[config.mk]
export PLATFORM = sky130hd
export DESIGN_NAME = cmd_seq
export DESIGN_NICKNAME = d
export VERILOG_FILES = /design/src/rtl/cmd_seq.sv
export SDC_FILE = /design/constraint.sdc
export NUM_CORES = 1
export LEC_CHECK = 0
export BUFFER_PORTS_ARGS = -buffer_cell sky130_fd_sc_hd__buf_4
export CAP_MARGIN = 0
export CORE_AREA = 2 2 121 123
export DETAILED_ROUTE_END_ITERATION = 16
export DIE_AREA = 0 0 123 125
export PLACE_DENSITY = 0.95
export REMOVE_ABC_BUFFERS = 1
export SYNTH_ARGS = -nofsm -noshare
export SYNTH_HDL_FRONTEND = slang
export SYNTH_SLANG_ARGS = --single-unit
[constraint.sdc]
create_clock -name clk -period 6.5 [get_ports clk]
set_clock_uncertainty 0.1 [all_clocks]
set_input_delay 1.3 -clock clk [delete_from_list [all_inputs] [get_ports clk]]
set_output_delay 1.3 -clock clk [all_outputs]
set_load 0.02 [all_outputs]
[src/rtl/cmd_seq.sv]
module cmd_seq #(
  parameter int MAX_CNT    = 8,
  parameter int POLL_LIMIT = 10000,
  localparam int CW = $clog2(2 * MAX_CNT),
  localparam int PW = $clog2(POLL_LIMIT + 1)
) (
  input  logic                 clk,
  input  logic                 rst_n,
  input  logic                 start,
  input  logic [7:0]           opcode,
  input  logic [CW-1:0]        n_par,
  input  logic [8*MAX_CNT-1:0] par_bytes,
  input  logic [CW-1:0]        n_rep,
  output logic                 busy,
  output logic                 done,
  output logic                 timeout,
  output logic [7:0]           ack_byte,
  output logic [8*MAX_CNT-1:0] reply_bytes,
  output logic [15:0]          reply_word,
  input  logic [3:0]           mb_stat,
  output logic                 mb_stat_wr,
  output logic [3:0]           mb_stat_wdata,
  output logic                 mb_wr_en,
  output logic [15:0]          mb_wr_data,
  output logic                 mb_rd_en,
  input  logic [15:0]          mb_rd_data
);

  typedef enum logic [1:0] {S_IDLE, S_CLR, S_TX, S_RX} state_t;

  state_t               state;
  logic [7:0]           op_q;
  logic [8*MAX_CNT-1:0] par_q;
  logic [CW-1:0]        np_q, nr_q, idx;
  logic [PW-1:0]        poll;
  logic                 done_q, to_q;
  logic [7:0]           ack_q;
  logic [8*MAX_CNT-1:0] rep_q;

  wire           tx_ok     = mb_stat[1];
  wire           rx_ok     = mb_stat[2];
  wire           poll_last = (poll == PW'(POLL_LIMIT - 1));
  wire [CW-1:0]  np_c      = (n_par > CW'(MAX_CNT)) ? CW'(MAX_CNT) : n_par;
  wire [CW-1:0]  nr_c      = (n_rep > CW'(MAX_CNT)) ? CW'(MAX_CNT) : n_rep;
  wire [7:0]     tx_byte   = (idx == '0) ? op_q : par_q[7:0];
  wire [7:0]     rx_byte   = mb_rd_data[15:8];

  assign busy          = (state != S_IDLE);
  assign done          = done_q;
  assign timeout       = to_q;
  assign ack_byte      = ack_q;
  assign reply_bytes   = rep_q;
  assign reply_word    = {rep_q[7:0], rep_q[15:8]};
  assign mb_wr_en      = (state == S_TX) && tx_ok;
  assign mb_wr_data    = {tx_byte, 8'h00};
  assign mb_rd_en      = (state == S_RX) && rx_ok;
  assign mb_stat_wr    = (state == S_CLR) || mb_rd_en;
  assign mb_stat_wdata = (state == S_CLR) ? mb_stat : 4'b0100;

  always_ff @(posedge clk or negedge rst_n) begin
    if (!rst_n) begin
      state  <= S_IDLE;
      op_q   <= '0;
      par_q  <= '0;
      np_q   <= '0;
      nr_q   <= '0;
      idx    <= '0;
      poll   <= '0;
      done_q <= 1'b0;
      to_q   <= 1'b0;
      ack_q  <= '0;
      rep_q  <= '0;
    end else begin
      case (state)
        S_IDLE: if (start) begin
          op_q   <= opcode;
          par_q  <= par_bytes;
          np_q   <= np_c;
          nr_q   <= nr_c;
          ack_q  <= '0;
          rep_q  <= '0;
          done_q <= 1'b0;
          to_q   <= 1'b0;
          state  <= S_CLR;
        end
        S_CLR: begin
          idx   <= '0;
          poll  <= '0;
          state <= S_TX;
        end
        S_TX: begin
          if (tx_ok) begin
            poll <= '0;
            if (idx != '0) par_q <= par_q >> 8;
            if (idx == np_q) begin
              idx   <= '0;
              state <= S_RX;
            end else begin
              idx <= idx + CW'(1);
            end
          end else if (poll_last) begin
            to_q  <= 1'b1;
            state <= S_IDLE;
          end else begin
            poll <= poll + PW'(1);
          end
        end
        S_RX: begin
          if (rx_ok) begin
            poll <= '0;
            if (idx == '0) ack_q <= rx_byte;
            for (int k = 0; k < MAX_CNT; k++)
              if (idx == CW'(k + 1)) rep_q[8*k +: 8] <= rx_byte;
            if (idx == nr_q) begin
              done_q <= 1'b1;
              state  <= S_IDLE;
            end else begin
              idx <= idx + CW'(1);
            end
          end else if (poll_last) begin
            to_q  <= 1'b1;
            state <= S_IDLE;
          end else begin
            poll <= poll + PW'(1);
          end
        end
        default: state <= S_IDLE;
      endcase
    end
  end

endmodule

==> impl_results.md <==
- Sequential Area: about 4400 um2
- Worst EP arrival: 2.50 ns
- Initial antenna violation count: 0
- Fin. max-slew vios: 0
- Critical Path RT: 5.10 ns
- Async SR Flop Fraction: 100%
- Chip height: 125 um
- FF-to-FF End: par_q[6]$_DFFE_PN0P_
- Setup WS post-layout: 2.60 ns
- Endpoints failing hold: 0
- Fmax: 257 MHz
- Sequential share of the synthesized area: 55.3%
- Global route overflow: 0
- Worst stage delay on the critical path: 0.48 ns
- Max VDD drop: 0.000234 V
- DRT iter0 DRCs: 400
- Die width: 123 um
- Post-route DRC violation count: 0
- R2R cell count: 5
- Detailed Place HPWL: 13700 um
- Vias in the first global route: about 6200
- CP Cell Sequence: inv_1 > ha_1 > nor3b_2 > buf_4 > mux2_2 > buf_4
- Die area: 15400 um2
- R2R Path Start: state[1]$_DFFE_PN0P_
- Critical path launch point type: register
- Initial Utilization: 55.4%
- Commonest cells post-synth: 184 x nand2_1, 174 x dfrtp_1, 124 x o21ai_0
- Yosys top cell area share: about 55%
- CTS Hold Buffers Added: 0
- Cell at the root of the clock tree: clkbuf_16
- Status: finished clean
- Crit-path leading delay family: buffers and inverters
- Hold_ws: 0.374 ns
- Drt pass-1 iters: 5
- Routed length on met3: around 1700 um
- Yosys reg bits: 174
- GRT Util Overall: between 20% and 30%
- Total CTS buffers: 17
- Critical path endpoint category: output pin
- Uppermost routed layer: met4
- Worst Hold Class: register to register
- Hold Path Cell Cnt: 2
- Leakage: approximately 5.0 nW
- I/O pins: 217
- Number of flops mapped to enable cells by yosys: 0
- Drt total wl: 19500 um
- Clk sinks: 174
- Dominant cells by area after synthesis: dfrtp_1 55%, nand2_1 8.8%, o21ai_0 7.9%
- Worst path buffer plus inverter count: 3
- Num rows: 44
- Final #Nets: ~1000
- CTS tree: built
- Largest net degree at the start of global routing: 121
- Via count: 6292
- Main synth FF type: dfrtp_1
- Cells after Synth: between 700 and 800
- Layout area overhead: 25.7%
- Pwr/cell area: ~530 nW/um2
- Post-DRT Antenna Nets: 0
- Setup CP Type: register to output pin
- Worst slew pin tran: between 0.9 and 1 ns
- Final setup viols: 0
- Metal2 WL: between 9000 and 10000 um
- First-pass GRT wire length: approximately 31000 um
- Period utilization: 60.0%
- Tmin final: 3.90 ns
- Area of the multi-input gates: 3140 um2
- Hold Startpoint: op_q[7]$_DFFE_PN0P_
- Synth area leader: dfrtp_1
- Slowest CP cell: dfrtp_1
- Cell Area, Synth: 7870 um2
- M1 WL: between 7000 and 8000 um
- Top cell by count, worst path: buf_4
- Slew margin rel.: 33.5%
- Clock Pin Slew Worst Setup and Hold Paths: 0.06 ns
- Avg Inst Size Synth: ~10 um2
- Most common cell in the netlist: nand2_1
- RSZ-0062 raised after global routing: no
- ANT cells: 0
- Yosys warns: 0
- Drt via density: 5.56
- Worst skew pair latency: ~0.42 ns
- Setup slack, reg-to-reg: between 3 and 4 ns
- Distinct cells, synth: 51
- Max Cap Viol: 0
- CTS max path bufs: 2
- Fillers: 1045
- CTS H-Tree Depth: 4
- PortBufs: 200
- Post-CTS setup repair buffer count: 0
- Share of cells above drive strength 1: about 28%
- Max FO, Critical Path: 8
- CTS resizes: 0
- Place WS: 3.02 ns
- WL/cell: 17.2 um
- Area of the core: 14200 um2
- Hold endpoint: op_q[7]$_DFFE_PN0P_
- Final RePlAce weighted congestion: 0.856
[worst max path at each step]
stage / cells past startpoint / end / from / slack, ns
2_1_floorplan: 3 / par_q[0]$_DFFE_PN0P_ / state[1]$_DFFE_PN0P_ / -0.57
3_3_place_gp: 6 / mb_wr_data[13] / idx[0]$_DFFE_PN0P_ / 3.02
3_5_place_dp: 6 / mb_wr_data[13] / idx[0]$_DFFE_PN0P_ / 3.02
6_report: 6 / mb_wr_data[9] / idx[0]$_DFFE_PN0P_ / 2.60
4_1_cts: 6 / mb_wr_data[9] / idx[0]$_DFFE_PN0P_ / 2.55
5_1_grt: 6 / mb_wr_data[9] / idx[1]$_DFFE_PN0P_ / 2.41
[area by class of cell]
type / count / share of cell area (%)
Clock inverter: 13 / 1.40
Inverter: 9 / 0.367
Timing Repair Buffer: 206 / 15.7
Sequential cell: 174 / 44.0
Tap cell: 184 / 2.33
Clock buffer: 19 / 4.58
Multi-Input combinational cell: 527 / 31.7
[cells in the final DEF, fill, tap and decap left out, types with 7 or more instances in the layout]
cell	synthesis	routed
o21ai_0	124	124
nor2_1	8	8
and2_1	7	7
nand2_1	184	184
o21ai_1	12	12
buf_4	26	205
conb_1	1	8
o22ai_2	8	8
a22o_1	11	11
dfrtp_1	174	174
mux2_2	9	9
a31oi_1	11	11
inv_1	8	8
xor2_1	7	7
clkbuf_16	0	17
mux2i_1	56	56
[metrics by stage]
stage	setup TNS, ns	std cells	utilization (%)	area (um2)	power (mW)
6_report	0	1132	69.7	9900	5.25
5_1_grt	0	1132	69.7	9900	5.62
4_1_cts	0	1132	69.7	9900	5.27
3_5_place_dp	0	1100	65.5	9310	4.25
3_3_place_gp	0	1100	65.5	9310	4.12
2_1_floorplan	-34.04	710	-	7500	3.35
[report_power, final]
group	internal, mW	switching (mW)	leakage (nW)	total (mW)
clock	0.586	0.423	0.277	1.01
combinational	0.959	1.39	2.44	2.35
sequential	1.54	0.348	2.28	1.89
total	3.09	2.16	5.00	5.25
[logic make-up after synthesis]
logic type      synth area share [%]
simple gates                    14.0
compound gates                  14.5
flops                           55.3
buf+inv                         5.58
mux                             8.41
xor+xnor                        1.34
fa+ha+maj                      0.795
other cells                   0.0476
[tightest hold or removal path, stage by stage, from the launching register on]
cell,delay (ns)
dfrtp_1,0.34
nand2_1,0.05
nand2_1,0.05
[per-layer routing]
| layer | global-route usage (%) | up-vias |
|---|---|---|
| li1 | - | 2954 |
| met4 | 10.1 | 0 |
| met3 | 7.89 | 33 |
| met2 | 43.5 | 269 |
| met5 | 0 | - |
| met1 | 32.2 | 3036 |
[flip-flops by register name, indices dropped and copies added (netlist names)]
register / cells
timeout: 1
op_q: 8
reply_bytes: 64
np_q: 4
done: 1
par_q: 64
state: 2
nr_q: 4
idx: 4
ack_byte: 8
poll: 14
(Power assumes the default switching activity.)
